<file path="src/rtl/qls_pkg.sv">
package qls_pkg;
    typedef enum logic [1:0] {
        ST_SEARCH = 2'd0,
        ST_CTLOCK = 2'd1,
        ST_LOCKED = 2'd2
    } lk_state_e;

    localparam int EVT_BYTES = 2;
    localparam int EVT_BITS  = EVT_BYTES * 8;
endpackage

</file>
<file path="src/rtl/edge_watch.sv">
module edge_watch #(
    parameter int N = 4
) (
    input  logic         clk,
    input  logic         rst_n,
    input  logic [N-1:0] lvl_i,
    output logic [N-1:0] rise_o,
    output logic [N-1:0] fall_o
);
    logic [N-1:0] prev_d, prev_q;

    always_comb begin
        prev_d = lvl_i;
        rise_o = lvl_i & ~prev_q;
        fall_o = ~lvl_i & prev_q;
    end

    always_ff @(posedge clk or negedge rst_n) begin
        if (!rst_n) prev_q <= '0;
        else        prev_q <= prev_d;
    end
endmodule

</file>
<file path="src/rtl/evt_byte.sv">
module evt_byte #(
    parameter int W = 8
) (
    input  logic         clk,
    input  logic         rst_n,
    input  logic [W-1:0] set_i,
    input  logic         clr_i,
    output logic [W-1:0] q_o
);
    logic [W-1:0] bits_d, bits_q;

    always_comb begin
        bits_d = (clr_i ? '0 : bits_q) | set_i;
    end

    always_ff @(posedge clk or negedge rst_n) begin
        if (!rst_n) bits_q <= '0;
        else        bits_q <= bits_d;
    end

    assign q_o = bits_q;

    AST_READ_CLEARS: assert property (@(posedge clk) disable iff (!rst_n)
        (clr_i && set_i == '0) |=> bits_q == '0);
    AST_SET_SURVIVES_READ: assert property (@(posedge clk) disable iff (!rst_n)
        clr_i |=> (bits_q & $past(set_i)) == $past(set_i));
endmodule

</file>
<file path="src/rtl/lock_fsm.sv">
module lock_fsm
    import qls_pkg::*;
#(
    parameter int CFG_W = 8,
    parameter int SHIFT = 10
) (
    input  logic             clk,
    input  logic             rst_n,
    input  logic             ct_ok_i,
    input  logic             fec_ok_i,
    input  logic [CFG_W-1:0] wait_cfg_i,
    output lk_state_e        state_o,
    output logic             restart_o,
    output logic             ct_lock_ev_o,
    output logic             ct_unlock_ev_o,
    output logic             full_lock_ev_o,
    output logic             full_unlock_ev_o
);
    localparam int CNT_W = CFG_W + SHIFT;

    typedef struct packed {
        lk_state_e        state;
        logic [CNT_W-1:0] cnt;
        logic             restart;
    } fsm_t;

    fsm_t r_d, r_q;

    always_comb begin
        r_d              = r_q;
        r_d.restart      = 1'b0;
        ct_lock_ev_o     = 1'b0;
        ct_unlock_ev_o   = 1'b0;
        full_lock_ev_o   = 1'b0;
        full_unlock_ev_o = 1'b0;
        unique case (r_q.state)
            ST_SEARCH: begin
                if (ct_ok_i) begin
                    r_d.state    = ST_CTLOCK;
                    r_d.cnt      = CNT_W'(wait_cfg_i) << SHIFT;
                    ct_lock_ev_o = 1'b1;
                end
            end
            ST_CTLOCK: begin
                if (!ct_ok_i || (!fec_ok_i && r_q.cnt == '0)) begin
                    r_d.state      = ST_SEARCH;
                    r_d.restart    = 1'b1;
                    ct_unlock_ev_o = 1'b1;
                end else if (fec_ok_i) begin
                    r_d.state      = ST_LOCKED;
                    full_lock_ev_o = 1'b1;
                end else begin
                    r_d.cnt = r_q.cnt - 1'b1;
                end
            end
            ST_LOCKED: begin
                if (!ct_ok_i) begin
                    r_d.state        = ST_SEARCH;
                    r_d.restart      = 1'b1;
                    ct_unlock_ev_o   = 1'b1;
                    full_unlock_ev_o = 1'b1;
                end
            end
            default: r_d.state = ST_SEARCH;
        endcase
    end

    always_ff @(posedge clk or negedge rst_n) begin
        if (!rst_n) begin
            r_q.state   <= ST_SEARCH;
            r_q.cnt     <= '0;
            r_q.restart <= 1'b0;
        end else begin
            r_q <= r_d;
        end
    end

    assign state_o   = r_q.state;
    assign restart_o = r_q.restart;

    AST_SEARCH_NEEDS_BOTH: assert property (@(posedge clk) disable iff (!rst_n)
        (r_q.state == ST_SEARCH && !ct_ok_i) |=> r_q.state == ST_SEARCH);
    AST_LOCK_VIA_CT: assert property (@(posedge clk) disable iff (!rst_n)
        (r_q.state == ST_LOCKED) |-> ($past(r_q.state) != ST_SEARCH));
    AST_DROP_ON_LOSS: assert property (@(posedge clk) disable iff (!rst_n)
        (r_q.state != ST_SEARCH && !ct_ok_i) |=> (r_q.state == ST_SEARCH && r_q.restart));
    AST_RESTART_PULSE: assert property (@(posedge clk) disable iff (!rst_n)
        r_q.restart |=> !r_q.restart);
    AST_EXPIRY_RESTARTS: assert property (@(posedge clk) disable iff (!rst_n)
        (r_q.state == ST_CTLOCK && ct_ok_i && !fec_ok_i && r_q.cnt == '0) |=> r_q.restart);
endmodule

</file>
<file path="src/rtl/qlock_supervisor.sv">
module qlock_supervisor
    import qls_pkg::*;
#(
    parameter int CFG_W = 8,
    parameter int SHIFT = 10
) (
    input  logic                          clk,
    input  logic                          rst_n,
    input  logic                          carrier_ok_i,
    input  logic                          timing_ok_i,
    input  logic                          fe_agc_ok_i,
    input  logic                          dig_agc_ok_i,
    input  logic                          fec_ok_i,
    input  logic [CFG_W-1:0]              wait_cfg_i,
    input  logic [EVT_BITS-1:0]           irq_mask_i,
    input  logic                          rd_en_i,
    input  logic [$clog2(EVT_BYTES)-1:0]  rd_addr_i,
    output logic [7:0]                    rd_data_o,
    output logic [1:0]                    lock_state_o,
    output logic                          restart_o,
    output logic                          irq_o
);
    localparam int AW = $clog2(EVT_BYTES);

    logic [3:0]          lvl, rise, fall;
    lk_state_e           state;
    logic                ct_lk, ct_ul, fl_lk, fl_ul;
    logic [EVT_BITS-1:0] set_all;
    logic [7:0]          evt_q [EVT_BYTES];

    assign lvl = {dig_agc_ok_i, fe_agc_ok_i, timing_ok_i, carrier_ok_i};

    edge_watch #(.N(4)) u_edges (
        .clk    (clk),
        .rst_n  (rst_n),
        .lvl_i  (lvl),
        .rise_o (rise),
        .fall_o (fall)
    );

    lock_fsm #(.CFG_W(CFG_W), .SHIFT(SHIFT)) u_fsm (
        .clk              (clk),
        .rst_n            (rst_n),
        .ct_ok_i          (carrier_ok_i & timing_ok_i),
        .fec_ok_i         (fec_ok_i),
        .wait_cfg_i       (wait_cfg_i),
        .state_o          (state),
        .restart_o        (restart_o),
        .ct_lock_ev_o     (ct_lk),
        .ct_unlock_ev_o   (ct_ul),
        .full_lock_ev_o   (fl_lk),
        .full_unlock_ev_o (fl_ul)
    );

    assign set_all[7:0]  = {fl_ul, fl_lk, ct_ul, ct_lk, fall[1], rise[1], fall[0], rise[0]};
    assign set_all[15:8] = {5'b0, fall[3], rise[3], rise[2]};

    for (genvar g = 0; g < EVT_BYTES; g++) begin : g_evt
        evt_byte #(.W(8)) u_byte (
            .clk   (clk),
            .rst_n (rst_n),
            .set_i (set_all[g*8 +: 8]),
            .clr_i (rd_en_i && rd_addr_i == AW'(g)),
            .q_o   (evt_q[g])
        );
    end

    always_comb begin
        irq_o = 1'b0;
        for (int b = 0; b < EVT_BYTES; b++) begin
            irq_o = irq_o | (|(evt_q[b] & irq_mask_i[b*8 +: 8]));
        end
    end

    assign rd_data_o    = evt_q[rd_addr_i];
    assign lock_state_o = state;

    AST_RSVD_STAY_LOW: assert property (@(posedge clk) disable iff (!rst_n)
        evt_q[1][7:3] == 5'b0);
endmodule

</file>
<file path="config.mk">
export PLATFORM = sky130hd
export DESIGN_NAME = qlock_supervisor
export DESIGN_NICKNAME = d
export VERILOG_FILES = /design/src/rtl/qls_pkg.sv /design/src/rtl/edge_watch.sv /design/src/rtl/evt_byte.sv /design/src/rtl/lock_fsm.sv /design/src/rtl/qlock_supervisor.sv
export SDC_FILE = /design/constraint.sdc
export NUM_CORES = 1
export LEC_CHECK = 0
export BUFFER_PORTS_ARGS = -buffer_cell sky130_fd_sc_hd__buf_2
export CAP_MARGIN = 10
export CELL_PAD_IN_SITES_DETAIL_PLACEMENT = 1
export CELL_PAD_IN_SITES_GLOBAL_PLACEMENT = 2
export CORE_UTILIZATION = 30
export DETAILED_ROUTE_END_ITERATION = 16
export PLACE_DENSITY = 0.81
export REMOVE_ABC_BUFFERS = 1
export SLEW_MARGIN = 20
export SYNTH_ARGS = -nofsm -noshare
export SYNTH_HDL_FRONTEND = slang
export SYNTH_SLANG_ARGS = --single-unit
</file>
<file path="constraint.sdc">
create_clock -name clk -period 3.5 [get_ports clk]
set_input_delay 0.525 -clock clk [delete_from_list [all_inputs] [get_ports clk]]
set_output_delay 0.525 -clock clk [all_outputs]
set_load 0.02 [all_outputs]
</file>
==> out/qor.txt <==
Post-detailed-route via-to-cell ratio -> 5.39
Io pins -> 45
All-layer global routing usage -> 0.162
Data required time at the worst endpoint -> 3710 ps
Setup slack of the worst register-to-register path -> 730 ps
Highest Clock Rate -> 361 MHz
Yosys warning total -> 0
FFs w/ async S/R, synth -> 1.00
Final GP Congestion -> 0.736
Post-synthesis cell type count -> 54
Transition time of the tightest slew-check pin -> 838 ps
Final layout net count -> 278
Total of endpoints with negative setup slack in the final report -> 0
Port buffer count -> 39
Final non-filler cell total -> 319
Placement row count -> 29
CTS root buf -> sky130_fd_sc_hd__clkbuf_8
Max FO, Critical Path -> 17
Nature of the critical path startpoint -> flip-flop
Post-CTS Setup Repair Bufs -> 0
Total area of multi-input combinational cells -> 0.00101 mm²
Number of antenna violations at the first check in global routing -> 0
Startpoint of the worst register-to-register path -> u_fsm.r_q[1]
Die Outline Area -> 0.00702 mm²
Type of the worst setup path -> flip-flop to flip-flop
Antenna cells -> 0
Max-cap check violation count -> 0
Clock input transition at the sequential cells of the worst setup and hold paths -> 70 ps
Post-synthesis sequential element count -> 36
Maximum buffer depth of the clock tree -> 2
CTS tree -> done
# resized after CTS -> 0
Placeable core region -> 0.00639 mm²
Antenna viol nets, final -> 0
Critical path data arrival time -> 2980 ps
Router iterations before antenna repair -> 4
Vias in the first global route -> 1911
Hold/Removal Path Class -> input port to async pin
Proportion of layout cells with a drive suffix above 1 -> 0.269
Clock latency at the later pin of the worst-skew pair -> 290 ps
Slew Viols, Final -> 0
Number of hold-slack violations in the final timing report -> 0
Post-Syn Instances -> 205
Width of the die -> 83.8 µm
Syn-to-layout area delta -> 16.6%
Peak supply drop -> 284 µV
Initial cell density of the core -> 0.314
Worst Clk Skew -> 7.21 ps
RSZ-0062 raised after global routing -> false
Number of buffers created by CTS -> 5
GRT Residual Overflow -> 0
Hold buffer count at cts -> 0
P_leak -> 1.04 nW
Number of inserted filler cells in the final layout -> 748
Remaining design rule violation count -> 0
Count of vias placed by the detailed router -> 1721
First-pass GRT wire length -> 9200 µm
Starting DRC count in detailed routing -> 84
Post-route fraction of the period consumed by the critical path -> 0.792
Power density over the cells -> 727 mW/mm²
Commonest cells after routing, fill and taps aside -> sky130_fd_sc_hd__buf_2 (39), sky130_fd_sc_hd__dfrtp_1 (36), sky130_fd_sc_hd__nand2_1 (14), sky130_fd_sc_hd__o21ai_0 (14), sky130_fd_sc_hd__a21oi_1 (12)
Worst setup path startpoint -> u_fsm.r_q[1]
Worst path cell trace -> inv_1 -> ha_1 -> or4b_4 -> or3_1 -> o21ai_4 -> o21ai_0 -> a21oi_1
Outcome -> finished, final reports clean
Number of enable flip-flop cells after synthesis -> 0
Area of the mapped netlist -> 0.00201 mm²
Period minus WS final -> 2770 ps
Mean instance size in the synthesized netlist -> 9.78 µm²
Final wirelength -> 5110 µm
Sink Count -> 36
Vertical extent of the die -> 83.8 µm
Number of cells traversed by the worst register-to-register path -> 7
Worst-case headroom to the max-slew limit -> 0.441
Dpl cells -> 311
Detail Placement HPWL -> 3740 µm
Total area of sequential cells -> 901 µm²
Most common cell after layout, fill and taps aside -> sky130_fd_sc_hd__buf_2
Type of destination of the critical path -> flip-flop
Max H-tree Level -> 2
Per-cell routed wire length -> 16.0 µm
Sum of negative setup slack -> 0 ps
Seq/Total Area, Yosys -> 0.449
Cell at the slowest stage of the critical path -> sky130_fd_sc_hd__or3_1
Largest net degree at the start of global routing -> 37
Delay of the slowest cell on the worst path -> 600 ps
Top_reg_cell synth -> sky130_fd_sc_hd__dfrtp_1
==> through the flow <==
stage	hold slack [ps]	utilization	setup WS (ps)	power [mW]	area, µm²
final	332	0.366	730	1.70	2340
after CTS	347	0.366	708	1.72	2340
after global routing	342	0.366	518	1.85	2340
after floorplan	229	-	974	1.18	1940
after detailed placement	437	0.352	739	1.41	2250
after global placement	411	0.352	746	1.38	2250
==> path summary, 6_finish.rpt <==
check	endpoint
worst min register to register	g_evt[1].u_byte.q_o[0]
max in group asynchronous	u_fsm.r_q[9]
worst min-delay path	g_evt[1].u_byte.q_o[1]
worst max register to register	u_fsm.r_q[10]
worst max-delay path	u_fsm.r_q[10]
min in group clk	u_edges.prev_q[2]
==> logic make-up after synthesis <==
| family | after synthesis | synth area share |
|---|---|---|
| compound gates | 68 | 0.243 |
| xor+xnor | 3 | 0.0131 |
| fa+ha+maj | 4 | 0.0250 |
| buf+inv | 20 | 0.0455 |
| flops | 36 | 0.449 |
| mux | 5 | 0.0268 |
| simple gates | 69 | 0.197 |
==> critical path, delay by kind of cell (launching register included) <==
kind            cells  cell delay [ps]
compound gates      3              810
fa+ha+maj           1              260
buf+inv             1               90
flops               1              420
simple gates        2             1120
==> per-layer routing <==
layer	vias to the layer above	GRT usage	wire length (µm)	part of all wire
met5	-	0	0	0
met4	0	0.0478	60	0.012
met3	6	0.0475	239	0.047
met2	40	0.271	2430	0.48
met1	839	0.203	2380	0.47
li1	836	-	-	-
==> state kept, by name, summed over array words and instances (netlist names) <==
signal            flops
g_evt.u_byte.q_o     11
u_edges.prev_q        4
u_fsm.r_q            18
u_fsm.restart_o       1
u_fsm.state_o         2
==> power breakdown <==
part           switching [mW]  total (mW)  internal [mW]
Combinational           0.428       0.728          0.300
Sequential              0.133       0.671          0.538
Clock                   0.162       0.300          0.139
==> synthesized netlist by cell type (5+ instances only) <==
library cell,count,area share
sky130_fd_sc_hd__o22ai_1,5,0.016
sky130_fd_sc_hd__dfrtp_1,36,0.45
sky130_fd_sc_hd__or4_1,6,0.022
sky130_fd_sc_hd__nand2_1,14,0.026
sky130_fd_sc_hd__nor3_1,6,0.015
sky130_fd_sc_hd__nor2_1,10,0.019
sky130_fd_sc_hd__nand3_1,5,0.012
sky130_fd_sc_hd__a21oi_1,12,0.030
sky130_fd_sc_hd__a22o_1,6,0.026
sky130_fd_sc_hd__nor2b_1,9,0.028
sky130_fd_sc_hd__inv_1,8,0.015
sky130_fd_sc_hd__clkbuf_1,8,0.015
sky130_fd_sc_hd__o21ai_0,14,0.035
==> final cells by class <==
class,instances,share of cell area
well taps,77,0.0412
flip-flops and latches,36,0.385
repair buffers,41,0.0899
multi-input cells,149,0.433
inverters,8,0.0128
clock inverters,3,0.00803
clock buffers,5,0.0294
No activity file was read; power rests on OpenSTA's default activity.
